==> config.mk <==
export PLATFORM = sky130hd
export DESIGN_NAME = two_speed_angle_gen
export DESIGN_NICKNAME = d
export VERILOG_FILES = /design/src/rtl/tsg_pkg.sv /design/src/rtl/tsg_cfg_regs.sv /design/src/rtl/tsg_ratio_mult.sv /design/src/rtl/tsg_out_stage.sv /design/src/rtl/two_speed_angle_gen.sv
export SDC_FILE = /design/constraint.sdc
export NUM_CORES = 1
export LEC_CHECK = 0
export ABC_AREA = 1
export BUFFER_PORTS_ARGS = -buffer_cell sky130_fd_sc_hd__buf_2
export CORE_MARGIN = 2
export CORE_UTILIZATION = 41
export DETAILED_ROUTE_END_ITERATION = 8
export GPL_ROUTABILITY_DRIVEN = 0
export HOLD_SLACK_MARGIN = 0.12
export SYNTH_ARGS = -nofsm -noshare
export SYNTH_HDL_FRONTEND = slang
export SYNTH_SLANG_ARGS = --single-unit
==> constraint.sdc <==
create_clock -name clk -period 7 [get_ports clk]
set_clock_uncertainty 0.1 [all_clocks]
set_input_delay 0 -clock clk [delete_from_list [all_inputs] [get_ports clk]]
set_output_delay 0 -clock clk [all_outputs]
set_load 0.01 [all_outputs]
==> src/rtl/tsg_pkg.sv <==
package tsg_pkg;
   typedef enum logic [1:0] {
      SEL_COARSE = 2'd0,
      SEL_RATIO  = 2'd1,
      SEL_MODE   = 2'd2,
      SEL_NONE   = 2'd3
   } tsg_sel_e;

   localparam int unsigned MODE_BITS = 2;
endpackage

==> src/rtl/tsg_cfg_regs.sv <==
module tsg_cfg_regs
   import tsg_pkg::*;
#(
   parameter int unsigned ANGLE_W = 16,
   parameter int unsigned RATIO_W = 8
) (
   input  logic                 clk,
   input  logic                 rst_n,
   input  logic                 wr_en,
   input  logic [1:0]           wr_sel,
   input  logic [ANGLE_W-1:0]   wr_data,
   output logic [ANGLE_W-1:0]   coarse_q,
   output logic [RATIO_W-1:0]   ratio_q,
   output logic [MODE_BITS-1:0] mode_q
);
   localparam logic [RATIO_W-1:0] RATIO_ONE = RATIO_W'(1);

   tsg_sel_e              sel;
   logic [RATIO_W-1:0]    ratio_field;
   logic [RATIO_W-1:0]    ratio_norm;

   assign sel         = tsg_sel_e'(wr_sel);
   assign ratio_field = wr_data[RATIO_W-1:0];
   assign ratio_norm  = (ratio_field == '0) ? RATIO_ONE : ratio_field;

   always_ff @(posedge clk or negedge rst_n) begin
      if (!rst_n) begin
         coarse_q <= '0;
         ratio_q  <= RATIO_ONE;
         mode_q   <= '0;
      end else if (wr_en) begin
         case (sel)
            SEL_COARSE: coarse_q <= wr_data;
            SEL_RATIO:  ratio_q  <= ratio_norm;
            SEL_MODE:   mode_q   <= wr_data[MODE_BITS-1:0];
            default:    ;
         endcase
      end
   end
endmodule

==> src/rtl/tsg_ratio_mult.sv <==
module tsg_ratio_mult #(
   parameter int unsigned ANGLE_W   = 16,
   parameter int unsigned RATIO_W   = 8,
   parameter bit          SHIFT_ADD = 1'b0
) (
   input  logic [ANGLE_W-1:0] angle,
   input  logic [RATIO_W-1:0] ratio,
   output logic [ANGLE_W-1:0] product
);
   localparam int unsigned FULL_W = ANGLE_W + RATIO_W;

   generate
      if (SHIFT_ADD) begin : g_shift_add
         logic [ANGLE_W-1:0] partial [RATIO_W+1];
         assign partial[0] = '0;
         for (genvar i = 0; i < RATIO_W; i++) begin : g_term
            logic [ANGLE_W-1:0] shifted;
            assign shifted      = angle << i;
            assign partial[i+1] = partial[i] + (ratio[i] ? shifted : '0);
         end
         assign product = partial[RATIO_W];
      end else begin : g_native
         logic [FULL_W-1:0] full;
         assign full    = FULL_W'(angle) * FULL_W'(ratio);
         assign product = full[ANGLE_W-1:0];
      end
   endgenerate
endmodule

==> src/rtl/tsg_out_stage.sv <==
module tsg_out_stage #(
   parameter int unsigned ANGLE_W = 16
) (
   input  logic               clk,
   input  logic               rst_n,
   input  logic [ANGLE_W-1:0] coarse_in,
   input  logic [ANGLE_W-1:0] fine_in,
   output logic [ANGLE_W-1:0] coarse_out,
   output logic [ANGLE_W-1:0] fine_out
);
   always_ff @(posedge clk or negedge rst_n) begin
      if (!rst_n) begin
         coarse_out <= '0;
         fine_out   <= '0;
      end else begin
         coarse_out <= coarse_in;
         fine_out   <= fine_in;
      end
   end
endmodule

==> src/rtl/two_speed_angle_gen.sv <==
module two_speed_angle_gen
   import tsg_pkg::*;
#(
   parameter int unsigned ANGLE_W   = 16,
   parameter int unsigned RATIO_W   = 8,
   parameter bit          SHIFT_ADD = 1'b0
) (
   input  logic                 clk,
   input  logic                 rst_n,
   input  logic                 wr_en,
   input  logic [1:0]           wr_sel,
   input  logic [ANGLE_W-1:0]   wr_data,
   output logic [ANGLE_W-1:0]   coarse_o,
   output logic [ANGLE_W-1:0]   fine_o,
   output logic [MODE_BITS-1:0] mode_fixed_o
);
   generate
      if (RATIO_W < 1 || RATIO_W > ANGLE_W) begin : g_bad_ratio_w
         $error("two_speed_angle_gen: RATIO_W must be between 1 and ANGLE_W");
      end
      if (ANGLE_W < MODE_BITS) begin : g_bad_angle_w
         $error("two_speed_angle_gen: ANGLE_W too narrow for the mode field");
      end
   endgenerate

   logic [ANGLE_W-1:0] coarse_q;
   logic [RATIO_W-1:0] ratio_q;
   logic [ANGLE_W-1:0] fine_d;

   tsg_cfg_regs #(.ANGLE_W(ANGLE_W), .RATIO_W(RATIO_W)) u_cfg (
      .clk      (clk),
      .rst_n    (rst_n),
      .wr_en    (wr_en),
      .wr_sel   (wr_sel),
      .wr_data  (wr_data),
      .coarse_q (coarse_q),
      .ratio_q  (ratio_q),
      .mode_q   (mode_fixed_o)
   );

   tsg_ratio_mult #(.ANGLE_W(ANGLE_W), .RATIO_W(RATIO_W), .SHIFT_ADD(SHIFT_ADD)) u_mult (
      .angle   (coarse_q),
      .ratio   (ratio_q),
      .product (fine_d)
   );

   tsg_out_stage #(.ANGLE_W(ANGLE_W)) u_out (
      .clk        (clk),
      .rst_n      (rst_n),
      .coarse_in  (coarse_q),
      .fine_in    (fine_d),
      .coarse_out (coarse_o),
      .fine_out   (fine_o)
   );
endmodule

==> reports/metrics.yaml, run 1 <==
finish:
  syn2layout_area_growth_pct: 17.7
  drive_gt1_share_pct: 13.8
  layout.nets: 759
  n_antenna_cell: 0
  final_area_mm2: 0.00577
  num-fill-cells: 1097
setup_path:
  cp-end-kind: "flop"
  critPathMaxFanout: 14
  required_ns: 7.12
  regToRegEndpoint: "u_out.fine_out[15]"
  path_class: "reg -> reg"
  arrival_ns: 4.53
  r2r_start: "u_cfg.ratio_q[4]"
  reg2reg_slack_ns: 2.59
  worst_setup_path_start_kind: "flop"
  reg2reg_depth: 18
synthesis:
  ys_seq_area_share_pct: 29.6
  synth_area_leader_cell: "dfrtp_1"
  ys_types: 29
  synthesis.nets: 696
  synth_top_area_share_pct: 29.1
  synth_area_mm2: 0.00490
  syn_inst: 591
  yosys_warnings: 0
  ys_ff_latch: 58
  ys_top_cells_by_area: "dfrtp_1 29%, fa_1 24%, inv_1 12%, nand2_1 12%, ha_1 6.1%"
  syn_area_per_cell_um2: 8.30
global_route:
  grt_overflow: 0
  grt_max_degree: 59
  grt_pass1_wl_um: 18200
  antenna_found_initial: 0
  track_usage_pct: 17.8
  grt_pass1_vias: 3872
placed_design:
  pre_cts_ws_ns: 2.67
  port_buffers: 54
  dp_hpwl_um: 7580
  dpl-instance-area_mm2: 0.00524
sta:
  report.final.hold_viol_count: 0
  holdWs_ns: 0.229
  grt_setup_unrepaired: "no"
  period_minus_slack_ns: 4.41
  relSlewSlack_pct: 46.0
  timing.final.crit_share_pct: 63.0
  tns_ns: 0
  layout_setup_ws_ns: 2.59
  worst_pin_slew_ns: 0.809
  slew_viol_final: 0
  max_freq_mhz: 227
  setup_violations: 0
clock_network:
  clk_pin_slew_ns: 0.05
  cts_buffers: 9
  cts_root_buf: "clkbuf_16"
  hold_buffers: 21
  cts_setup_buffers: 0
  cts_resized: 0
  numClockSinks: 58
  clockBufferDepth: 2
  clk-insertion-delay-late_ns: 0.33
  h-tree-depth: 3
  cts_tree: "built"
floorplanning:
  num_rows: 39
  fp.coreArea_mm2: 0.0116
  start_util_pct: 42.4
  io-pin-count: 55
  dieArea_mm2: 0.0129
  die_h_um: 113
  die_w_um: 113
hold_path:
  min_path_type: "in -> reg"
  worstHoldStart: "wr_sel[1]"
  min_delay_worst_endpoint: "u_cfg.ratio_q[0]"
  hold_depth: 4
power:
  finalPower_uw: 2430
  peakVddDrop_mv: 0.139
  power_density_mw_per_mm2: 420
  leakage_uw: 0.00342
detailed_routing:
  dr.pass1.iters: 4
  finalWirelength_um: 10200
  drtIter0Drc: 215
  viasPerCell: 4.61
  vias: 3700
  drc: 0
  wl_per_cell_um: 12.7
  ant_nets: 0
status:
  status: "finished clean"
flow_run:
  cap_violations: 0
[registers in the layout (all words and copies together) (netlist names)]
signal            count
u_cfg.mode_q          2
u_out.fine_out       16
u_cfg.ratio_q         8
u_cfg.coarse_q       16
u_out.coarse_out     16
[area by class of cell]
class	count	area, um^2	area share, %
Clock buffer	9	225	3.90
Clock inverter	7	101	1.76
Inverter	168	631	10.9
Multi-Input combinational cell	341	2700	46.7
Sequential cell	58	1450	25.2
Tap cell	143	179	3.10
Timing Repair Buffer	76	488	8.45
[cell usage after synthesis]
cell	count
nor2b_1	1
o21ai_1	1
nor3_1	4
ha_1	24
inv_1	162
o31ai_2	1
nand3_1	18
dfrtp_1	57
a31oi_1	2
o21bai_1	1
mux2_2	8
nand3_2	1
clkbuf_1	17
buf_2	1
nand2_1	157
a21oi_1	11
nand4_1	1
inv_2	6
dfstp_2	1
o21ai_0	23
xor2_1	6
buf_4	3
xnor2_1	5
buf_6	3
nand2_2	3
nor4_1	1
fa_1	60
nand3b_1	1
nor2_1	12
[worst max-delay path: stages (launching register included)]
cell,delay (ns)
dfrtp_1,0.57
nand2_1,0.13
inv_1,0.06
fa_1,0.53
inv_1,0.05
fa_1,0.47
inv_1,0.06
fa_1,0.52
inv_1,0.05
fa_1,0.53
inv_1,0.04
ha_1,0.35
inv_1,0.10
nor3_1,0.30
nand2_1,0.11
nor2b_1,0.12
nor2_1,0.08
nand3_1,0.08
nand2_1,0.05
[cells by family (layout without fill, tap and decap cells)]
family / after synthesis / count (layout) / synth area share [%]
simple gates: 199 / 199 / 16.3
compound gates: 39 / 39 / 4.24
xor+xnor: 11 / 11 / 1.96
flops: 58 / 58 / 29.6
buf+inv: 192 / 260 / 15.4
fa+ha+maj: 84 / 84 / 30.6
mux: 8 / 8 / 1.84
[cells in the final DEF, fill, tap and decap left out, types with 2 or more instances in the layout]
| cell | n |
|---|---|
| dfrtp_1 | 57 |
| clkinvlp_4 | 2 |
| buf_2 | 54 |
| nand3_1 | 18 |
| mux2_2 | 8 |
| bufinv_16 | 2 |
| inv_1 | 162 |
| nand2_1 | 157 |
| a21oi_1 | 11 |
| xnor2_1 | 5 |
| nand2_2 | 3 |
| ha_1 | 24 |
| nor3_1 | 4 |
| a31oi_1 | 2 |
| xor2_1 | 6 |
| o21ai_0 | 23 |
| inv_2 | 6 |
| inv_6 | 2 |
| nor2_1 | 12 |
| clkbuf_16 | 9 |
| fa_1 | 60 |
| dlygate4sd3_1 | 21 |
[through the flow]
step | std cells | util [%]
4_1_cts | 802 | 49.9
3_5_place_dp | 765 | 45.3
5_1_grt | 802 | 49.9
3_3_place_gp | 765 | 45.3
2_1_floorplan | 591 | -
6_report | 802 | 49.9
[worst max-delay path by stage]
stage	cells past startpoint	to	from
finish	18	u_out.fine_out[15]	u_cfg.ratio_q[4]
global route	17	u_out.fine_out[15]	u_cfg.ratio_q[2]
CTS	18	u_out.fine_out[15]	u_cfg.coarse_q[7]
detailed placement	18	u_out.fine_out[15]	u_cfg.coarse_q[7]
global placement	18	u_out.fine_out[15]	u_cfg.coarse_q[7]
floorplan	19	u_out.fine_out[15]	u_cfg.coarse_q[6]
[where the power goes]
part / internal [uW] / leakage (uW) / switching, uW
logic: 567 / 0.00257 / 847
clock network: 314 / 0.000153 / 167
registers: 438 / 0.000703 / 93.5
total: 1320 / 0.00342 / 1110
[layer usage]
metal | vias up | track usage, % | part of all wire (%)
li1 | 1822 | - | -
met1 | 1779 | 24.2 | 47
met2 | 92 | 28.7 | 47
met3 | 7 | 3.43 | 4.3
met4 | 0 | 6.18 | 1.2
met5 | - | 0 | 0
(Power assumes the default switching activity.)
==> run 2, diff against run 1 <==
clock period = 3.95 ns   (was 7 ns; I/O delays follow)
==> reports/metrics.yaml, run 2 (synthesis gave the netlist of run 1 again) <==
status:
  status: "finished with violations"
  violations: "negative setup slack"
setup_path:
  worst_setup_path_start_kind: "flop"
  worstSetupEndpoint: "u_out.fine_out[13]"
  path_class: "reg -> reg"
  regToRegEndpoint: "u_out.fine_out[13]"
  arrival_ns: 4.15  # -0.38 ns
  cp-end-kind: "flop"
  r2r_start: "u_cfg.ratio_q[2]"
  reg2reg_depth: 14  # -4
  reg2reg_slack_ns: -0.09  # -2.68 ns
  worstSetupStartpoint: "u_cfg.ratio_q[2]"
  critPathMaxFanout: 7  # -7
  required_ns: 4.06  # -3.06 ns
clock_network:
  clockBufferDepth: 2  # unchanged
  clk-insertion-delay-late_ns: 0.33  # about the same
  cts_root_buf: "clkbuf_16"
  cts_tree: "built"
  clk_pin_slew_ns: 0.06  # about the same
  h-tree-depth: 3  # unchanged
  numClockSinks: 58  # unchanged
  cts_buffers: 9  # unchanged
detailed_routing:
  ant_nets: 0  # unchanged
  viasPerCell: 4.59  # -0.53%
  drc: 0  # unchanged
  finalWirelength_um: 11800  # +15%
  dr.pass1.iters: 4  # unchanged
  wl_per_cell_um: 13.4  # +5.5%
  vias: 4011  # +8.4%
  drtIter0Drc: 185  # -14%
sta:
  layout_setup_ws_ns: -0.0863  # -2.68 ns
  relSlewSlack_pct: 46.1  # +0.11 points
  grt_setup_unrepaired: "yes"
  worst_pin_slew_ns: 0.807  # -0.00160 ns
  setup_violations: 2  # +2
  timing.final.crit_share_pct: 102  # +39 points
  period_minus_slack_ns: 4.04  # -0.372 ns
  slew_viol_final: 0  # unchanged
  report.final.hold_viol_count: 0  # unchanged
  max_freq_mhz: 248  # +9.2%
finish:
  n_antenna_cell: 0  # unchanged
  num-fill-cells: 975  # -11%
  final_common_cell: "inv_1"
  layout.nets: 831  # +9.5%
  post-route-util_pct: 57.6  # +7.7 points
  layout_common_cells: "148 x inv_1, 144 x nand2_1, 65 x buf_4, 55 x fa_1, 54 x buf_2"
  drive_gt1_share_pct: 32.4  # +19 points
  syn2layout_area_growth_pct: 35.9
  reg_top3: "u_cfg.coarse_q: 16 flops, u_out.coarse_out: 16 flops, u_out.fine_out: 16 flops"
global_route:
  grt_pass1_wl_um: 19600  # +7.8%
  met1_usage_pct: 24.0  # -0.13 points
  met2_usage_pct: 33.3  # +4.6 points
  track_usage_pct: 19.5  # +1.7 points
  antenna_found_initial: 0  # unchanged
  grt_max_degree: 59  # unchanged
  grt_overflow: 0  # unchanged
  gr-usage-met3_pct: 3.80  # +0.37 points
  grt_pass1_vias: 4219  # +9.0%
  top_usage_layer: "met2"
floorplanning:
  num_rows: 39  # unchanged
  die_w_um: 113  # unchanged
  dieArea_mm2: 0.0129  # unchanged
  die_h_um: 113  # unchanged
  fp.coreArea_mm2: 0.0116  # unchanged
  io-pin-count: 55  # unchanged
  start_util_pct: 42.4  # unchanged
power:
  power_density_mw_per_mm2: 916  # +120%
  peakVddDrop_mv: 0.405  # +190%
  p_int_uw: 3350  # +150%
  finalPower_uw: 6100  # +150%
  seq_power_share_pct: 14.3  # -7.6 points
  p_comb_share_pct: 72.8  # +15 points
  p_clk_share_pct: 12.9  # -6.9 points
  switchingPower_uw: 2760  # +150%
  leakage_uw: 0.00379  # +11%
  switching_share_pct: 45.1  # -0.49 points
hold_path:
  min_path_type: "in -> reg"
placed_design:
  port_buffers: 54  # unchanged
  dp_hpwl_um: 8460  # +12%
flow_run:
  cap_violations: 0  # unchanged
run 2: how the worst min path moves through the flow:
stage	start	endpoint	slack (ns)	cells past startpoint
floorplan	rst_n	u_cfg.coarse_q[0]	-0.40	0
global placement	rst_n	u_out.fine_out[4]	0.09	2
detailed placement	rst_n	u_out.fine_out[4]	0.09	2
CTS	wr_sel[1]	u_cfg.ratio_q[0]	0.20	4
global route	wr_sel[1]	u_cfg.ratio_q[0]	0.26	4
finish	wr_sel[1]	u_cfg.ratio_q[0]	0.20	4
run 2: through the flow:
step	worst slack (ns)	hold WS [ns]	instances	TNS [ns]	area, um^2
final	-0.0863	0.200	874	-0.0880	6660
after floorplan	0.000691	-0.396	591	0	4950
after global placement	-0.147	0.0884	821	-0.715	5690
after detailed placement	-0.220	0.0935	821	-1.36	5690
after global routing	-0.170	0.255	874	-0.803	6660
after CTS	-0.0202	0.205	859	-0.0202	6350
run 2: critical path, stage by stage (launching register included):
cell and delay [ns]:
dfrtp_2 0.42, buf_6 0.16, nand2_2 0.06, fa_2 0.55, inv_1 0.06, fa_2 0.56
fa_1 0.42, fa_1 0.54, ha_4 0.24, a21oi_4 0.19, buf_4 0.13, nor2_1 0.05
nor2_1 0.13, nand3_1 0.14, xor2_1 0.16
run 2: cell type report:
type,instances,area (um^2),area share [%]
repair buffers,148,1070,16.1
flip-flops and latches,58,1470,22.0
clock inverters,7,76.3,1.15
multi-input cells,341,3010,45.2
inverters,168,631,9.46
well taps,143,179,2.69
clock buffers,9,225,3.38
run 2: layer usage:
layer,wire [um],part of all wire [%],up-vias
met5,0,0,-
met4,285,2.4,0
met3,409,3.5,26
met2,6010,51,83
met1,5040,43,1934
li1,-,-,1968
run 2: power by group through the flow:
stage / Combinational [uW] / Sequential (uW) / Clock (uW)
final: 4440 / 875 / 787
after CTS: 3520 / 877 / 805
after global placement: 2990 / 881 / 0
after global routing: 4870 / 894 / 838
after detailed placement: 3080 / 885 / 0
after floorplan: 2020 / 902 / 0
run 2: what timing repair did:
item,in CTS,in global routing
resized for setup,35,61
hold buffers,20,0
buffers inserted,2,15
pin swaps,9,29
gates cloned,0,0
endpoints found under the hold margin,83,0
setup endpoints to repair,9,9
